`config.mk`:
```
export PLATFORM = sky130hd
export DESIGN_NAME = mux_recoded_mult
export DESIGN_NICKNAME = d
export VERILOG_FILES = /design/src/rtl/mux_mul_pkg.sv /design/src/rtl/mmul_pp_row.sv /design/src/rtl/mmul_csa_tree.sv /design/src/rtl/mmul_csel_add.sv /design/src/rtl/mux_recoded_mult.sv
export SDC_FILE = /design/constraint.sdc
export NUM_CORES = 1
export LEC_CHECK = 0
export ABC_AREA = 1
export BUFFER_PORTS_ARGS = -buffer_cell sky130_fd_sc_hd__buf_2
export CORE_MARGIN = 8
export CORE_UTILIZATION = 60
export CTS_CLUSTER_DIAMETER = 80
export DETAILED_ROUTE_END_ITERATION = 7
export PLACE_DENSITY = 0.91
export SKIP_CTS_REPAIR_TIMING = 1
export SLEW_MARGIN = 20
export SYNTH_ARGS = -nofsm -noshare
export SYNTH_HDL_FRONTEND = slang
export SYNTH_SLANG_ARGS = --single-unit
```
`constraint.sdc`:
```
create_clock -name clk -period 5.97 [get_ports clk]
set_input_delay 0.2985 -clock clk [delete_from_list [all_inputs] [get_ports clk]]
set_output_delay 0.2985 -clock clk [all_outputs]
set_load 0.03 [all_outputs]
```
`src/rtl/mux_mul_pkg.sv`:
```
package mux_mul_pkg;
  // Row choice made by one multiplier bit pair.
  typedef enum logic [1:0] {
    PP_ZERO  = 2'b00,
    PP_ONE   = 2'b01,
    PP_TWO   = 2'b10,
    PP_THREE = 2'b11
  } pp_sel_e;
endpackage

```
`src/rtl/mmul_pp_row.sv`:
```
module mmul_pp_row #(
  parameter int W = 8
) (
  input  logic [W-1:0] mcand_i,
  input  logic [W+1:0] triple_i,
  input  logic [1:0]   sel_i,
  output logic [W+1:0] row_o
);
  import mux_mul_pkg::*;

  pp_sel_e sel;
  assign sel = pp_sel_e'(sel_i);

  always_comb begin
    case (sel)
      PP_ZERO: row_o = '0;
      PP_ONE:  row_o = {2'b00, mcand_i};
      PP_TWO:  row_o = {1'b0, mcand_i, 1'b0};
      default: row_o = triple_i;
    endcase
  end
endmodule

```
`src/rtl/mmul_csa_tree.sv`:
```
module mmul_csa_tree #(
  parameter int W    = 16,
  parameter int ROWS = 4
) (
  input  logic [ROWS-1:0][W-1:0] rows_i,
  output logic [W-1:0]           sum_o,
  output logic [W-1:0]           carry_o
);
  localparam int STG = (ROWS > 2) ? ROWS - 2 : 1;

  generate
    if (ROWS == 1) begin : g_one
      assign sum_o   = rows_i[0];
      assign carry_o = '0;
    end else if (ROWS == 2) begin : g_two
      assign sum_o   = rows_i[0];
      assign carry_o = rows_i[1];
    end else begin : g_tree
      logic [STG-1:0][W-1:0] s_l, c_l;
      for (genvar k = 0; k < STG; k++) begin : g_stage
        logic [W-1:0] x, y, z;
        if (k == 0) begin : g_first
          assign x = rows_i[0];
          assign y = rows_i[1];
          assign z = rows_i[2];
        end else begin : g_next
          assign x = s_l[k-1];
          assign y = c_l[k-1];
          assign z = rows_i[k+2];
        end
        // 3:2 compression: the weight of the carry doubles, so it moves up one bit
        assign s_l[k] = x ^ y ^ z;
        assign c_l[k] = {(x[W-2:0] & y[W-2:0]) | (x[W-2:0] & z[W-2:0]) |
                         (y[W-2:0] & z[W-2:0]), 1'b0};
      end
      assign sum_o   = s_l[STG-1];
      assign carry_o = c_l[STG-1];
    end
  endgenerate
endmodule

```
`src/rtl/mmul_csel_add.sv`:
```
module mmul_csel_add #(
  parameter int W   = 16,
  parameter int BLK = 4
) (
  input  logic [W-1:0] a_i,
  input  logic [W-1:0] b_i,
  output logic [W-1:0] sum_o,
  output logic         co_o
);
  localparam int NB = W / BLK;

  logic [NB:0] cy;
  assign cy[0] = 1'b0;

  generate
    for (genvar j = 0; j < NB; j++) begin : g_blk
      logic [BLK:0] r0, r1;
      // both carry-in cases prepared, the incoming carry picks one
      assign r0 = {1'b0, a_i[j*BLK +: BLK]} + {1'b0, b_i[j*BLK +: BLK]};
      assign r1 = {1'b0, a_i[j*BLK +: BLK]} + {1'b0, b_i[j*BLK +: BLK]} + {{BLK{1'b0}}, 1'b1};
      assign sum_o[j*BLK +: BLK] = cy[j] ? r1[BLK-1:0] : r0[BLK-1:0];
      assign cy[j+1]             = cy[j] ? r1[BLK]     : r0[BLK];
    end
  endgenerate

  assign co_o = cy[NB];
endmodule

```
`src/rtl/mux_recoded_mult.sv`:
```
module mux_recoded_mult #(
  parameter int N   = 8,
  parameter int BLK = 4
) (
  input  logic           clk,
  input  logic           rst,
  input  logic [N-1:0]   mcand_i,
  input  logic [N-1:0]   mplier_i,
  output logic [2*N-1:0] prod_o
);
  localparam int ROWS = N / 2;
  localparam int ROWW = N + 2;
  localparam int PW   = 2 * N;

  logic [ROWW-1:0]           triple_w;
  logic [ROWS-1:0][ROWW-1:0] pp_row;
  logic [ROWS-1:0][PW-1:0]   pp_shf;
  logic [PW-1:0]             csa_sum, csa_carry, sum_w;
  logic                      co_w;
  logic [PW-1:0]             prod_q;

  // one shared 3A term: A + 2A
  assign triple_w = {2'b00, mcand_i} + {1'b0, mcand_i, 1'b0};

  generate
    for (genvar i = 0; i < ROWS; i++) begin : g_row
      mmul_pp_row #(.W(N)) row_i (
        .mcand_i  (mcand_i),
        .triple_i (triple_w),
        .sel_i    (mplier_i[2*i +: 2]),
        .row_o    (pp_row[i])
      );
      assign pp_shf[i] = PW'(pp_row[i]) << (2 * i);


      rows_sel_chk: assert property (@(posedge clk) disable iff (rst)
        pp_row[i] == ({2'b00, mcand_i} * {{N{1'b0}}, mplier_i[2*i +: 2]}));
    end
  endgenerate

  mmul_csa_tree #(.W(PW), .ROWS(ROWS)) tree_i (
    .rows_i  (pp_shf),
    .sum_o   (csa_sum),
    .carry_o (csa_carry)
  );

  mmul_csel_add #(.W(PW), .BLK(BLK)) add_i (
    .a_i   (csa_sum),
    .b_i   (csa_carry),
    .sum_o (sum_w),
    .co_o  (co_w)
  );

  always_ff @(posedge clk) begin
    if (rst) prod_q <= '0;
    else     prod_q <= sum_w;
  end

  assign prod_o = prod_q;


  triple_val_chk: assert property (@(posedge clk) disable iff (rst)
    PW'(triple_w) == PW'(mcand_i) * PW'(3));


  csa_pair_chk: assert property (@(posedge clk) disable iff (rst)
    PW'(csa_sum + csa_carry) == PW'(mcand_i) * PW'(mplier_i));


  no_carry_out_chk: assert property (@(posedge clk) disable iff (rst) !co_w);


  prod_latency_chk: assert property (@(posedge clk) disable iff (rst)
    !$past(rst) |-> prod_o == $past(PW'(mcand_i) * PW'(mplier_i)));


  reset_clear_chk: assert property (@(posedge clk) rst |=> prod_o == '0);
endmodule

```
==> results.toml <==
[logic_synthesis]
synth-main-ff-cell = "dfxtp_1"
synth.distinct_cells = 30
syn-num-nets = 396
yosys.area.top_type_share_pct = 15.5
netlist_area_um2 = 2340
synth_cells = 332
yosys.area.top_type = "ha_1"
synthAdderAreaFrac_pct = 30.1
synthSimpleGateAreaFrac_pct = 20.9
yosys-top-cells-area = "ha_1, fa_1, dfxtp_1, inv_1, nand2_1"
syn_area_per_cell_um2 = 7.04
muxShareOfSynthArea_pct = 0
synthMostInstantiatedCell = "inv_1"
synth-edff-count = 0
async_reset_ff_share_pct = 0
ys_ff_latch = 16
yosys_warnings = 0
yosysSeqAreaShare_pct = 13.7
synth_compound_area_share_pct = 19.9
synth-xor-area-share_pct = 3.32
ys_top_cells_by_count = "inv_1, nand2_1, ha_1"
synth_top_family_by_area = "adder cells"

[sta]
rsz0062_at_grt = "false"
hold_violations = 0
finalCriticalPeriod_ps = 4420
drv_slew = 0
tightest_slew_ps = 425
tns_ps = 0
maxSlewHeadroom_pct = 71.6
fmax_ghz = 0.226
post-route-period-util_pct = 74.0
holdWs_ps = 334
setup_viol = 0

[floorplan]
dieHeight_um = 78.4
num_rows = 22
core-area_um2 = 3720
start_util_pct = 62.9
fp.dieW_um = 78.4
dieArea_um2 = 6150
num_io_pins = 34

[cells_and_area]
num_antenna_cells = 0
fillers = 321
largest_reg_flops = 16
nNetsFinal = 432
utilization_pct = 70.0
area_delta_synth_final_pct = 11.4
drive_gt1_share_pct = 12.8

[place]
port_buffers = 33
gp_congestion = 0.965
dp_hpwl_mm = 5.05

[grt]
grt_pass1_wl_mm = 10.3
gr-total-overflow = 0
grt_max_degree = 12
grt_pass1_vias = 2338
use_met2_pct = 35.4
grt_use_met1_pct = 23.7
top_usage_layer = "met2"
grt_usage_pct = 20.0
antenna_found_initial = 0
grt_util_met3_pct = 3.42

[route]
route.vias.total = 2414
drt_iter0_markers = 206
vias_per_cell = 5.82
drc = 0
wl_mm = 6.16
ant_nets = 0
post_drt_wl_per_cell_um = 14.8
drtPass1Iterations = 5

[critical_path]
cp_max_fo = 9
cp.depth = 24
cp-start-kind = "input pin"
crit_buf_inv = 4
end_kind = "flop"
path_cells = "buf_2, ha_1, inv_1, fa_1, nand3b_1, nand2_1, nand3_1, nand3_1, xor2_1, nand2_1, o21ai_0, fa_1, inv_1, fa_1, ha_1, fa_1, ha_1, nand2_1, nor2_4, nand3_2, nand2_2, inv_2, nor2_1, nor2_1"
critPathRequiredTime_ps = 6120
slowest_stage = "fa_1"
worstSetupStartpoint = "mcand_i[1]"
cpPeakStageDelay_ps = 550
cpLargestDelayFamily = "adder cells"
crit_path_frequent_cell = "fa_1"
cp_data_arrival_time_ps = 4570
critical_path_class = "in -> reg"
crit_path_end = "prod_o[12]"

[clock_network]
clkTransAtPathRegs_ps = 70
clockBufferDepth = 2
cts_tree = "built"
numCtsBuffers = 3
cts-root-buf = "clkbuf_8"
cts.sinks = 16
cts_max_level = 1

[power_and_ir_drop]
power_per_cell_area_nw_per_um2 = 298
leakagePower_nw = 1.46
ir_drop_mv = 0.137

[flow_run]
maxCapViolations = 0

[run_status]
status = "completed"

[worst_hold_path]
holdCritPathClass = "in -> reg"
[stage by stage]
step,cell area [um^2],setup WS (ps),cells,power (W)
finish,2600,1550,415,0.000774
global route,2600,1330,415,0.000845
global placement,2550,1460,411,0.000649
detailed placement,2550,1320,411,0.000672
floorplan,2340,1870,332,0.000546
CTS,2600,1570,415,0.000775
[cells by family (layout without fill, tap and decap cells)]
group / after synthesis / count (layout)
simple gates: 112 / 112
compound gates: 77 / 77
buf+inv: 73 / 108
xor+xnor: 8 / 8
flops: 16 / 16
fa+ha+maj: 46 / 46
[per-layer routing]
layer  vias to the layer above  wire (um)
met4                         0        131
li1                       1171          -
met2                       123       3030
met1                      1106       2530
met5                         -          0
met3                        14        460
[report_power, final]
part	switching (W)	total (W)	internal, W
clock	0.0000386	0.0000971	0.0000586
combinational	0.000348	0.000530	0.000182
sequential	0.00000732	0.000147	0.000140
total	0.000393	0.000774	0.000381
[cell usage in the layout (no fill, tap or decap)]
cell type  instances
a21oi_2            1
nand2_1           58
xor2_1             6
a221oi_1           5
nand2_2            2
o21ai_1            2
o21a_1             1
o211ai_1           4
a21oi_1           25
ha_1              29
nand3_1           16
o22ai_1            5
inv_2              2
dfxtp_1           16
xor2_2             1
nor3_1             6
o21bai_1           1
nor2_1            24
xnor2_1            1
o221ai_1           9
nand2_4            1
fa_1              17
inv_1             69
clkbuf_8           4
nor2_4             1
nand3_2            2
buf_2             33
a21o_1             1
nand3b_1           2
o21ai_0           23
[how the worst min path moves through the flow]
stage | startpoint | cells after the start | end | slack (ps)
floorplan | mplier_i[0] | 2 | prod_o[0] | 430
global placement | rst | 2 | prod_o[14] | 590
detailed placement | rst | 2 | prod_o[14] | 590
CTS | rst | 2 | prod_o[14] | 320
global route | rst | 2 | prod_o[14] | 340
finish | rst | 2 | prod_o[14] | 330
[cell type report]
| class | instances | area (um^2) | area share, % |
|---|---|---|---|
| Multi-Input combinational cell | 243 | 1730 | 66.7 |
| Sequential cell | 16 | 320 | 12.3 |
| Inverter | 71 | 267 | 10.2 |
| Timing Repair Buffer | 33 | 165 | 6.35 |
| Tap cell | 48 | 60.1 | 2.31 |
| Clock buffer | 4 | 55.1 | 2.12 |
No activity file was read; power rests on OpenSTA's default activity.
